===== src/rtl/wps_pkg.sv =====
package wps_pkg;

   // Matcher states: key progress for unlock and erase codes
   typedef enum logic [2:0] {
      ST_IDLE = 3'd0,
      ST_K1   = 3'd1,
      ST_K2   = 3'd2,
      ST_OPEN = 3'd3,
      ST_E3   = 3'd4,
      ST_E4   = 3'd5,
      ST_E5   = 3'd6
   } wps_state_e;

   // Distinct key steps the comparator bank recognises
   localparam int NSTEP    = 5;
   localparam int STP_LEAD = 0;   // lead byte at primary key address
   localparam int STP_SWAP = 1;   // second byte at secondary key address
   localparam int STP_OPEN = 2;   // closes the unlock prefix
   localparam int STP_WIPE = 3;   // turns prefix into erase code
   localparam int STP_OFF  = 4;   // final erase byte

   localparam logic [7:0] KEY_LEAD = 8'hAA;
   localparam logic [7:0] KEY_SWAP = 8'h55;
   localparam logic [7:0] KEY_OPEN = 8'hA0;
   localparam logic [7:0] KEY_WIPE = 8'h80;
   localparam logic [7:0] KEY_OFF  = 8'h20;

   // Per-write action
   typedef struct packed {
      logic cmd;       // consumed as key byte
      logic keep;      // may reach the array
      logic set_prot;
      logic clr_prot;
   } wps_act_t;

endpackage


===== src/rtl/wps_key_match.sv =====
module wps_key_match
   import wps_pkg::*;
#(
   parameter int ADDR_W = 15,
   parameter int DATA_W = 8,
   parameter logic [ADDR_W-1:0] KEY_ADDR_A = 'h5555,
   parameter logic [ADDR_W-1:0] KEY_ADDR_B = 'h2AAA
) (
   input  logic [ADDR_W-1:0] addr,
   input  logic [DATA_W-1:0] data,
   output logic [NSTEP-1:0]  hit
);

   function automatic logic [ADDR_W-1:0] step_addr(input int idx);
      return (idx == STP_SWAP) ? KEY_ADDR_B : KEY_ADDR_A;
   endfunction

   function automatic logic [DATA_W-1:0] step_data(input int idx);
      logic [7:0] b;
      case (idx)
         STP_LEAD: b = KEY_LEAD;
         STP_SWAP: b = KEY_SWAP;
         STP_OPEN: b = KEY_OPEN;
         STP_WIPE: b = KEY_WIPE;
         default:  b = KEY_OFF;
      endcase
      return DATA_W'(b);
   endfunction

   for (genvar i = 0; i < NSTEP; i++) begin : g_step
      localparam logic [ADDR_W-1:0] SA = step_addr(i);
      localparam logic [DATA_W-1:0] SD = step_data(i);
      assign hit[i] = (addr == SA) && (data == SD);
   end

endmodule


===== src/rtl/wps_seq_fsm.sv =====
module wps_seq_fsm
   import wps_pkg::*;
(
   input  logic              clk,
   input  logic              rst_n,
   input  logic              wr_valid,
   input  logic [NSTEP-1:0]  hit,
   input  logic              window_expire,
   input  logic              prot_q,
   output wps_state_e        st_q,
   output wps_act_t          act
);

   wps_state_e base, st_d;

   always_comb begin
      base = window_expire ? ST_IDLE : st_q;
      st_d = base;
      act  = '0;
      if (wr_valid) begin
         // default: treat as byte seen from idle
         if (hit[STP_LEAD]) begin
            st_d    = ST_K1;
            act.cmd = 1'b1;
         end else begin
            st_d     = ST_IDLE;
            act.keep = !prot_q;
         end
         case (base)
            ST_K1: if (hit[STP_SWAP]) begin
               st_d = ST_K2; act.cmd = 1'b1; act.keep = 1'b0;
            end
            ST_K2: if (hit[STP_OPEN]) begin
               st_d = ST_OPEN; act.cmd = 1'b1; act.keep = 1'b0;
            end else if (hit[STP_WIPE]) begin
               st_d = ST_E3; act.cmd = 1'b1; act.keep = 1'b0;
            end
            ST_OPEN: begin
               st_d         = ST_OPEN;
               act.cmd      = 1'b0;
               act.keep     = 1'b1;
               act.set_prot = 1'b1;
            end
            ST_E3: if (hit[STP_LEAD]) begin
               st_d = ST_E4; act.cmd = 1'b1; act.keep = 1'b0;
            end
            ST_E4: if (hit[STP_SWAP]) begin
               st_d = ST_E5; act.cmd = 1'b1; act.keep = 1'b0;
            end
            ST_E5: if (hit[STP_OFF]) begin
               st_d = ST_IDLE; act.cmd = 1'b1; act.keep = 1'b0;
               act.clr_prot = 1'b1;
            end
            default: ;
         endcase
      end
   end

   always_ff @(posedge clk or negedge rst_n) begin
      if (!rst_n) st_q <= ST_IDLE;
      else        st_q <= st_d;
   end

endmodule


===== src/rtl/wps_commit_stage.sv =====
module wps_commit_stage
   import wps_pkg::*;
#(
   parameter bit OUT_REG = 1'b1
) (
   input  logic     clk,
   input  logic     rst_n,
   input  logic     wr_valid,
   input  wps_act_t act,
   output logic     prot_q,
   output logic     wr_ack,
   output logic     wr_commit
);

   always_ff @(posedge clk or negedge rst_n) begin
      if (!rst_n)            prot_q <= 1'b0;
      else if (act.clr_prot) prot_q <= 1'b0;
      else if (act.set_prot) prot_q <= 1'b1;
   end

   if (OUT_REG) begin : g_reg
      always_ff @(posedge clk or negedge rst_n) begin
         if (!rst_n) begin
            wr_ack    <= 1'b0;
            wr_commit <= 1'b0;
         end else begin
            wr_ack    <= wr_valid;
            wr_commit <= wr_valid && act.keep;
         end
      end
   end else begin : g_comb
      assign wr_ack    = wr_valid;
      assign wr_commit = wr_valid && act.keep;
   end

endmodule


===== src/rtl/wprot_seq_guard.sv =====
module wprot_seq_guard
   import wps_pkg::*;
#(
   parameter int ADDR_W = 15,
   parameter int DATA_W = 8,
   parameter logic [ADDR_W-1:0] KEY_ADDR_A = 'h5555,
   parameter logic [ADDR_W-1:0] KEY_ADDR_B = 'h2AAA,
   parameter bit OUT_REG = 1'b1
) (
   input  logic              clk,
   input  logic              rst_n,
   input  logic              wr_valid,
   input  logic [ADDR_W-1:0] wr_addr,
   input  logic [DATA_W-1:0] wr_data,
   input  logic              window_expire,
   output logic              wr_ack,
   output logic              wr_commit,
   output logic              prot_on
);

   if (DATA_W < 8) begin : g_bad_data
      $error("wprot_seq_guard: DATA_W must hold an 8-bit key byte");
   end
   if (KEY_ADDR_A == KEY_ADDR_B) begin : g_bad_keys
      $error("wprot_seq_guard: key addresses must differ");
   end

   logic [NSTEP-1:0] hit;
   wps_state_e       st_q;
   wps_act_t         act;
   logic             prot_q;

   wps_key_match #(
      .ADDR_W(ADDR_W), .DATA_W(DATA_W),
      .KEY_ADDR_A(KEY_ADDR_A), .KEY_ADDR_B(KEY_ADDR_B)
   ) u_match (
      .addr(wr_addr), .data(wr_data), .hit(hit)
   );

   wps_seq_fsm u_fsm (
      .clk(clk), .rst_n(rst_n), .wr_valid(wr_valid), .hit(hit),
      .window_expire(window_expire), .prot_q(prot_q),
      .st_q(st_q), .act(act)
   );

   wps_commit_stage #(.OUT_REG(OUT_REG)) u_commit (
      .clk(clk), .rst_n(rst_n), .wr_valid(wr_valid), .act(act),
      .prot_q(prot_q), .wr_ack(wr_ack), .wr_commit(wr_commit)
   );

   assign prot_on = prot_q;

endmodule


===== config.mk =====
export PLATFORM = sky130hd
export DESIGN_NAME = wprot_seq_guard
export DESIGN_NICKNAME = d
export VERILOG_FILES = /design/src/rtl/wps_pkg.sv /design/src/rtl/wps_key_match.sv /design/src/rtl/wps_seq_fsm.sv /design/src/rtl/wps_commit_stage.sv /design/src/rtl/wprot_seq_guard.sv
export SDC_FILE = /design/constraint.sdc
export NUM_CORES = 1
export LEC_CHECK = 0
export BUFFER_PORTS_ARGS = -buffer_cell sky130_fd_sc_hd__clkbuf_2
export CORE_MARGIN = 1.5
export CORE_UTILIZATION = 25
export DETAILED_ROUTE_END_ITERATION = 12
export GPL_ROUTABILITY_DRIVEN = 0
export GPL_TIMING_DRIVEN = 0
export HOLD_SLACK_MARGIN = 0.08
export PLACE_DENSITY = 0.5
export SYNTH_ARGS = -nofsm -noshare
export SYNTH_HDL_FRONTEND = slang
export SYNTH_SLANG_ARGS = --single-unit

===== constraint.sdc =====
create_clock -name clk -period 2.24 [get_ports clk]
set_input_delay 0.56 -clock clk [delete_from_list [all_inputs] [get_ports clk]]
set_output_delay 0.56 -clock clk [all_outputs]
set_load 0.1 [all_outputs]

==> flow_summary.toml <==
[routing]
ant_nets = 0
drt-total-wl_mm = 1.68
drtPass1Iterations = 4
wire_per_inst_um = 12.6
vias = 698
dr.first_iter.drc_count = 6
via_per_inst = 5.25
drc = 0

[sta]
drv_slew = 0
finClkSkew_ns = 0.00289
post-route-min-period_ns = 1.78
hold_viol = 0
finalCritPeriodShare_pct = 79.4
finalSetupTns_ns = 0
fmax_mhz = 563
finalSetupViolations = 0
relSlewSlack_pct = 63.3
worst_pin_slew_ns = 0.545
rsz0062_at_grt = "false"

[critical_path]
reg2reg_slack_ns = 0.58
worst_setup_path_end_kind = "flip-flop"
worstReg2RegStart = "u_fsm.st_q[0]"
startpoint = "wr_addr[7]"
worst_path_largest_cell_delay_ns = 0.35
rr_worst_depth = 5
crit_type = "in -> reg"
worstPathRequired_ns = 2.35
arrival_ns = 1.89
slowest_stage = "o311ai_0"
critPathMaxFanout = 5
crit_end = "u_commit.wr_commit"
critical_path.startpoint_type = "primary input"
timing.rr.end = "u_fsm.st_q[0]"
worstPathCellList = "clkbuf_2, and4bb_2, nand4_1, or2_1, o311ai_0, a21oi_1"

[run]
maxCapViolCount = 0

[run_status]
status = "finished, final reports clean"

[pwr]
intPower_uw = 199
cellLeakagePower_uw = 0.000345
irDropWorstVdd_uv = 213
swShare_pct = 27.7
finalPower_uw = 275
seqPwrFrac_pct = 40.4
clkPwrFrac_pct = 34.8
p_per_area_nw_per_um2 = 337
p_comb_share_pct = 24.8
switching_power_uw = 76.2

[global_routing]
grt_start_max_net_pins = 10
grt_usage_pct = 13.7
grt_pass1_vias = 656
antenna_found_initial = 0
grt_overflow_total = 0
grt_first_pass_wirelength_mm = 2.76

[synth]
yosysSeqAreaShare_pct = 24.3
synth_top_area_cell = "dfrtp_1"
synth_area_um2 = 618
synth_seq_cells = 6
synth_top_area_share_pct = 24.3
postSynthAreaPerCell_um2 = 8.35
synth.net_count = 101
netlist_instances = 74
synth_warnings = 0
synth_top_cells_by_area = "dfrtp_1 24%, nor4bb_1 4.9%, and4bb_2 4.0%"
ys_types = 39

[final_layout]
insertedDiodeCount = 0
fill_cells = 249
synthToLayoutAreaGrowth_pct = 32.0
nets = 134
layout-drive-gt1-share_pct = 38.1

[clock_tree]
cts-root-buf = "clkbuf_4"
cts-buffers-inserted = 3
ctsResizeCount = 0
clk-insertion-delay-late_ns = 0.24
cts_buffer_depth = 2
cts_tree = "yes"
clk_pin_slew_worst_paths_ns = 0.04
htree_levels = 1
post-cts-setup-buffer-count = 0
cts.sinks = 6
postCtsHoldBufs = 0

[floorplan]
ios = 30
die_area_um2 = 2780
start_util_pct = 27.2
die_h_um = 52.7
core_um2 = 2280
die_w_um = 52.7
num_rows = 17

[min_path]
min-delay-path-class = "in -> async"

[placed_design]
io_buffers = 28
hpwl_mm = 1.44
## critical path: cells and delay by family
kind / cells / cell delay [ns]
compound gates: 2 / 0.43
buf+inv: 1 / 0.09
simple gates: 3 / 0.81
## how the worst min path moves through the flow
stage	start	end	slack [ns]	depth (start not counted)
after floorplan	rst_n	u_commit.prot_q	0.26	0
after global placement	rst_n	u_fsm.st_q[2]	0.39	1
after detailed placement	rst_n	u_fsm.st_q[0]	0.39	1
after CTS	rst_n	u_commit.wr_ack	0.14	1
after global routing	rst_n	u_fsm.st_q[2]	0.13	1
final	rst_n	u_commit.wr_commit	0.14	1
## placed cells by master, fill, tap and decap left out, drive strengths merged, types with 2 or more instances in the layout
cell type / synthesis / final
nor4bb: 3 / 3
and4bb: 3 / 3
or3: 3 / 3
dfrtp: 6 / 6
o21ai: 3 / 3
nand3: 3 / 3
nor3: 2 / 2
nand2: 4 / 4
nor4: 4 / 4
nand2b: 4 / 4
nor2: 5 / 5
o22ai: 3 / 3
clkbuf: 2 / 33
nand4: 3 / 3
inv: 2 / 2
nor2b: 3 / 3
nor4b: 2 / 2
or2: 2 / 2
a21oi: 4 / 4
## synthesized netlist by cell type
| cell type | n |
|---|---|
| o311ai_0 | 1 |
| nor4b_2 | 1 |
| a21o_1 | 1 |
| or2_2 | 1 |
| and4bb_2 | 2 |
| nand2_1 | 4 |
| nor3_1 | 2 |
| o21ai_0 | 2 |
| or2_1 | 1 |
| o2bb2ai_1 | 1 |
| nor2_1 | 5 |
| o22ai_1 | 2 |
| dfrtp_1 | 6 |
| and4b_1 | 1 |
| and4_1 | 1 |
| nor4bb_1 | 3 |
| or4_4 | 1 |
| o21a_1 | 1 |
| o32ai_1 | 1 |
| inv_1 | 2 |
| o22ai_2 | 1 |
| or4b_1 | 1 |
| and4bb_1 | 1 |
| clkbuf_2 | 1 |
| nor4_1 | 3 |
| o211ai_2 | 1 |
| a211oi_1 | 1 |
| nand2b_1 | 4 |
| and3_1 | 1 |
| nand4_1 | 3 |
| a21oi_1 | 4 |
| nand4b_1 | 1 |
| or3_1 | 3 |
| o21ai_1 | 1 |
| nor2b_1 | 3 |
| nand3_1 | 3 |
| nor4_2 | 1 |
| clkbuf_1 | 1 |
| nor4b_1 | 1 |
## area by class of cell
cell class | count | area [um2] | share of cell area [%]
sequential | 6 | 150 | 18.4
tap | 28 | 35.0 | 4.29
buffer | 2 | 8.76 | 1.07
timing repair buffer | 28 | 140 | 17.2
multi-input combinational | 64 | 452 | 55.4
clock buffer | 3 | 22.5 | 2.76
inverter | 2 | 7.51 | 0.920
## state kept, by name (all words and copies together) (netlist names)
name and cells:
u_commit.prot_q 1, u_fsm.st_q 3, u_commit.wr_ack 1, u_commit.wr_commit 1
## metal layers
metal	GRT usage [%]	vias up	wire, um
met2	21.0	34	751
met1	18.5	299	783
met4	6.84	0	8
li1	-	363	-
met5	0	-	0
met3	1.71	2	138
## cell families (layout without fill, tap and decap cells)
kind of cell,count (synthesis),count (layout),share of synthesized area (%)
AND/OR/NAND/NOR,47,47,53.4
AO/OA/AOI/OAI,17,17,19.6
flip-flops,6,6,24.3
buffers and inverters,4,35,2.63
## power groups by stage
stage / clock network, uW / registers, uW / logic [uW]
3_5_place_dp: 0 / 113 / 68.4
2_1_floorplan: 0 / 126 / 18.6
4_1_cts: 99.2 / 111 / 68.7
5_1_grt: 113 / 111 / 74.6
3_3_place_gp: 0 / 113 / 67.5
6_report: 95.8 / 111 / 68.1
## metrics by stage
step	cells	hold WS (ns)	util [%]	area (um2)	worst slack, ns
after CTS	133	0.139	35.8	816	0.469
after detailed placement	130	0.392	34.9	793	0.208
final	133	0.136	35.8	816	0.462
after global routing	133	0.131	35.8	816	0.364
after global placement	130	0.390	34.9	793	0.240
after floorplan	74	0.264	-	618	0.454
No activity file was read; power rests on OpenSTA's default activity.
